--- src/rtl/plane_keyblend.sv ---
module plane_keyblend #(
  parameter int CW = 8
) (
  input  logic            clk,
  input  logic            rst_n,
  input  logic            ord_we,
  input  logic            ord_bottom,
  input  logic            ord_top,
  input  logic [1:0]      gfx_mode,
  input  logic [CW-1:0]   gfx_galpha,
  input  logic [3*CW-1:0] gfx_key,
  input  logic [3*CW-1:0] gfx_kmask,
  input  logic            gfx_key_en,
  input  logic            gfx_key_src,
  input  logic [1:0]      vid_mode,
  input  logic [CW-1:0]   vid_galpha,
  input  logic [3*CW-1:0] vid_key,
  input  logic [3*CW-1:0] vid_kmask,
  input  logic            vid_key_en,
  input  logic            vid_key_src,
  input  logic            in_valid,
  input  logic [4*CW-1:0] gfx_px,
  input  logic [4*CW-1:0] vid_px,
  output logic            out_valid,
  output logic [3*CW-1:0] out_rgb
);
  localparam int KW = 3 * CW;
  localparam int PW = 4 * CW;
  localparam logic [31:0] AMAX = (32'd1 << CW) - 32'd1;

  function automatic logic khit(input logic [KW-1:0] cur, prv, key, msk,
                                input logic en, src);
    return en && ((((src ? cur : prv) ^ key) & msk) == '0);
  endfunction

  function automatic logic [CW-1:0] pick(input logic [1:0] md,
                                         input logic [CW-1:0] ga, pa,
                                         input logic hit);
    if (hit) return '0;
    case (md)
      2'd1:    return ga;
      2'd2:    return pa;
      default: return '1;
    endcase
  endfunction

  function automatic logic [KW-1:0] mix(input logic [CW-1:0] a,
                                        input logic [KW-1:0] t, b);
    logic [KW-1:0] r;
    logic [31:0] acc;
    for (int i = 0; i < 3; i++) begin
      acc = 32'(a) * 32'(t[i*CW +: CW]) + (AMAX - 32'(a)) * 32'(b[i*CW +: CW])
            + (AMAX >> 1);
      r[i*CW +: CW] = CW'(acc / AMAX);
    end
    return r;
  endfunction

  logic vid_top;

  always_ff @(posedge clk) begin
    if (!rst_n)                            vid_top <= 1'b1;
    else if (ord_we && ord_bottom != ord_top) vid_top <= ord_top;
  end

  logic [PW-1:0] b_px, t_px_in;
  logic [1:0]    b_mode, t_mode;
  logic [CW-1:0] b_ga, t_ga;
  logic [KW-1:0] b_key, b_msk, t_key, t_msk;
  logic          b_en, b_src, t_en, t_src;

  assign b_px    = vid_top ? gfx_px      : vid_px;
  assign t_px_in = vid_top ? vid_px      : gfx_px;
  assign b_mode  = vid_top ? gfx_mode    : vid_mode;
  assign t_mode  = vid_top ? vid_mode    : gfx_mode;
  assign b_ga    = vid_top ? gfx_galpha  : vid_galpha;
  assign t_ga    = vid_top ? vid_galpha  : gfx_galpha;
  assign b_key   = vid_top ? gfx_key     : vid_key;
  assign t_key   = vid_top ? vid_key     : gfx_key;
  assign b_msk   = vid_top ? gfx_kmask   : vid_kmask;
  assign t_msk   = vid_top ? vid_kmask   : gfx_kmask;
  assign b_en    = vid_top ? gfx_key_en  : vid_key_en;
  assign t_en    = vid_top ? vid_key_en  : gfx_key_en;
  assign b_src   = vid_top ? gfx_key_src : vid_key_src;
  assign t_src   = vid_top ? vid_key_src : gfx_key_src;

  logic          b_hit;
  logic [CW-1:0] b_alpha;
  logic [KW-1:0] b_rgb;

  assign b_hit   = khit(b_px[KW-1:0], '0, b_key, b_msk, b_en, b_src);
  assign b_alpha = pick(b_mode, b_ga, b_px[PW-1:KW], b_hit);
  assign b_rgb   = mix(b_alpha, b_px[KW-1:0], '0);

  logic          s1_valid;
  logic [KW-1:0] s1_bot;
  logic [PW-1:0] s1_top;

  always_ff @(posedge clk) begin
    if (!rst_n) begin
      s1_valid <= 1'b0;
      s1_bot   <= '0;
      s1_top   <= '0;
    end else begin
      s1_valid <= in_valid;
      s1_bot   <= b_rgb;
      s1_top   <= t_px_in;
    end
  end

  logic [KW-1:0] s1_top_rgb;
  logic          t_hit;
  logic [CW-1:0] t_alpha;

  assign s1_top_rgb = s1_top[KW-1:0];
  assign t_hit      = khit(s1_top_rgb, s1_bot, t_key, t_msk, t_en, t_src);
  assign t_alpha    = pick(t_mode, t_ga, s1_top[PW-1:KW], t_hit);

  always_ff @(posedge clk) begin
    if (!rst_n) begin
      out_valid <= 1'b0;
      out_rgb   <= '0;
    end else begin
      out_valid <= s1_valid;
      out_rgb   <= mix(t_alpha, s1_top_rgb, s1_bot);
    end
  end
endmodule


--- config.mk ---
export PLATFORM = sky130hd
export DESIGN_NAME = plane_keyblend
export DESIGN_NICKNAME = d
export VERILOG_FILES = /design/src/rtl/plane_keyblend.sv
export SDC_FILE = /design/constraint.sdc
export NUM_CORES = 2
export LEC_CHECK = 0
export BUFFER_PORTS_ARGS = -buffer_cell sky130_fd_sc_hd__buf_2
export CORE_MARGIN = 2
export CORE_UTILIZATION = 43
export DETAILED_ROUTE_END_ITERATION = 8
export SYNTH_ARGS = -nofsm -noshare
export SYNTH_HDL_FRONTEND = slang
export SYNTH_SLANG_ARGS = --single-unit
--- constraint.sdc ---
create_clock -name clk -period 47.9 [get_ports clk]
set_clock_uncertainty 0.2 [all_clocks]
set_input_delay 4.79 -clock clk [delete_from_list [all_inputs] [get_ports clk]]
set_output_delay 4.79 -clock clk [all_outputs]
set_load 0.01 [all_outputs]
==> impl_metrics.py <==
metrics = {
    "detailed_routing": {
        "viasPerCell": 6.00,
        "vias": 39072,
        "wl_per_cell_um": 20.1,
        "first_iter_violations": 2985,
        "drt_wl_total_um": 131000,
        "firstDrtPassIters": 6,
        "drc": 0,
        "ant_nets": 0,
    },
    "timing": {
        "finalSetupViolations": 0,
        "hold_viol": 0,
        "maxSlewHeadroom_pct": 19.5,
        "max_slew.worst_pin.slew_ns": 1.20,
        "tns_ns": 0,
        "fin_crit_sh_pct": 45.8,
        "rsz0062_at_grt": "false",
        "maxSlewViolCount": 0,
        "max_freq_mhz": 45.6,
        "fin_crit_ns": 21.93,
    },
    "final_layout": {
        "drive_gt1_share_pct": 8.83,
        "utilization_pct": 46.0,
        "fin_area_mm2": 0.0429,
        "seqCellArea_mm2": 0.00167,
        "fill_cells": 9501,
        "nets": 6199,
        "syn_to_final_growth_pct": 6.24,
        "multiInputGateArea_mm2": 0.0359,
    },
    "placement": {
        "finalWeightedCongestion": 0.958,
        "dpl_cell_area_mm2": 0.0426,
        "portBuffers": 214,
        "hpwl_um": 107000,
    },
    "clock_tree": {
        "post_cts_buffers": 0,
        "cts_tree": "yes",
        "cts_max_path_buffers": 2,
        "cts-root-buf": "clkbuf_16",
        "clkTransAtPathRegs_ns": 0.09,
        "cts_sinks": 83,
        "cts_buffers": 9,
        "holdBufCountCts": 0,
        "htree_levels": 3,
        "clock_latency_ns": 0.43,
        "cts.repair.resized": 0,
    },
    "global_routing": {
        "grt_first_pass_wirelength_um": 209000,
        "grt_max_degree": 142,
        "grt_overflow_total": 0,
        "antenna_found_initial": 7,
        "grt_pass1_vias": 37929,
        "grt_usage_pct": 27.1,
    },
    "synthesis": {
        "synth_top_area_cell": "fa_1",
        "async_reset_ff_share_pct": 0,
        "yosys_warnings": 0,
        "synth_edf_count": 0,
        "synth_flop_cell": "dfxtp_1",
        "syn_area_per_cell_um2": 7.80,
        "synth-seq-cells": 83,
        "yosys.cell_count.top_type": "inv_1",
        "synth_fp_nets": 6125,
        "netlist_instances": 5174,
        "netlist_top_cells_area": "fa_1 21%, ha_1 10%, inv_1 5.2%",
        "synthesis.area_mm2": 0.0404,
        "synth_top_area_share_pct": 21.2,
        "synth.distinct_cells": 129,
        "synthTopCellsByCount": "562 x inv_1, 428 x nand2_1, 427 x fa_1",
        "yosysSeqAreaShare_pct": 4.12,
    },
    "worst_setup_path": {
        "slowest_stage": "a32oi_1",
        "worstSetupStartpointType": "primary input",
        "end_kind": "flip-flop",
        "critPathKind": "primary input to flip-flop",
        "crit_required_ns": 48.06,
        "arrival_ns": 22.10,
        "cp_common_cell": "fa_1",
        "critPathMaxFanout": 114,
        "max_stage_delay_ns": 0.81,
    },
    "floorplanning": {
        "die_x_um": 310,
        "die_area_mm2": 0.0963,
        "fp-row-count": 112,
        "ios": 215,
        "initial_core_util_pct": 43.3,
        "die_h_um": 310,
        "coreArea_mm2": 0.0932,
    },
    "outcome": {
        "outcome": "finished, final reports clean",
    },
    "run": {
        "maxCapViolCount": 0,
    },
    "hold_path": {
        "min_path_type": "flip-flop to flip-flop",
    },
}
==> logic make-up (layout without fill, tap and decap cells) <==
kind of cell / after synthesis / count (layout) / share of synthesized area [%]
AO/OA/AOI/OAI: 1218 / 1218 / 22.2
multiplexers: 159 / 159 / 4.06
buffers and inverters: 753 / 832 / 7.15
adder cells (fa/ha/maj): 768 / 768 / 31.7
flip-flops: 83 / 83 / 4.12
AND/OR/NAND/NOR: 1914 / 1914 / 24.6
other: 1 / 3 / 0.00929
XOR/XNOR: 278 / 278 / 6.17
==> stage by stage <==
step           setup slack [ns]  cells  hold WS, ns
3_5_place_dp              25.67   6491        0.222
2_1_floorplan             27.62   5174        0.212
6_report                  25.97   6509        0.237
5_1_grt                   24.65   6507        0.264
3_3_place_gp              25.73   6491        0.214
4_1_cts                   26.12   6507        0.240
==> registers in the layout (all words and copies together), names as in the netlist <==
name and flops:
out_rgb 24, s1_valid 1, s1_top 32, vid_top 1, s1_bot 24, out_valid 1
==> layout by cell type (no fill, tap or decap), drive strengths merged, types with 35 or more instances in the layout <==
cell / count
a21o: 69
mux2i: 125
a31oi: 58
nand3: 127
nor2: 417
buf: 253
or2: 55
nor3: 131
nor4: 35
o21a: 52
xnor2: 183
o21ai: 186
nand2: 431
fa: 427
a211oi: 75
dfxtp: 83
and2: 189
o31ai: 48
nand4: 58
or3: 179
ha: 334
a21oi: 222
o211ai: 73
inv: 566
xor2: 92
and3: 146
==> critical path, delay by kind of cell <==
| family | cells | cell delay [ns] |
|---|---|---|
| multiplexers | 3 | 0.93 |
| buffers and inverters | 5 | 1.30 |
| adder cells (fa/ha/maj) | 8 | 3.79 |
| AND/OR/NAND/NOR | 16 | 4.86 |
| XOR/XNOR | 2 | 0.35 |
| AO/OA/AOI/OAI | 18 | 5.93 |
==> layout make-up <==
class	instances	area share, %
Timing Repair Buffer	253	3.18
Clock buffer	9	0.525
Tap cell	1254	3.66
Inverter	563	4.93
Sequential cell	83	3.88
Multi-Input combinational cell	4338	83.6
Clock inverter	7	0.172
Antenna cell	2	0.0117
==> layer usage <==
| layer | vias to the layer above | track usage (%) | wire, um |
|---|---|---|---|
| met3 | 161 | 3.63 | 8400 |
| met2 | 1290 | 44.9 | 60100 |
| met5 | - | 0 | 47 |
| li1 | 18598 | - | - |
| met1 | 19015 | 37.1 | 59200 |
| met4 | 8 | 7.08 | 3240 |
==> final timing paths <==
check	slack, ns	endpoint	from	cells past startpoint
setup reg to reg	29.75	out_rgb[0]$_SDFF_PN0_	vid_top$_SDFFE_PN1P_	51
hold / removal	0.24	out_valid$_SDFF_PN0_	s1_valid$_SDFF_PN0_	1
hold reg to reg	0.24	out_valid$_SDFF_PN0_	s1_valid$_SDFF_PN0_	1
setup / recovery	25.97	out_rgb[0]$_SDFF_PN0_	vid_key_src	52
Power is not shown: default switching activity piles up to over one toggle a cycle in this logic, so the estimate is an artifact.
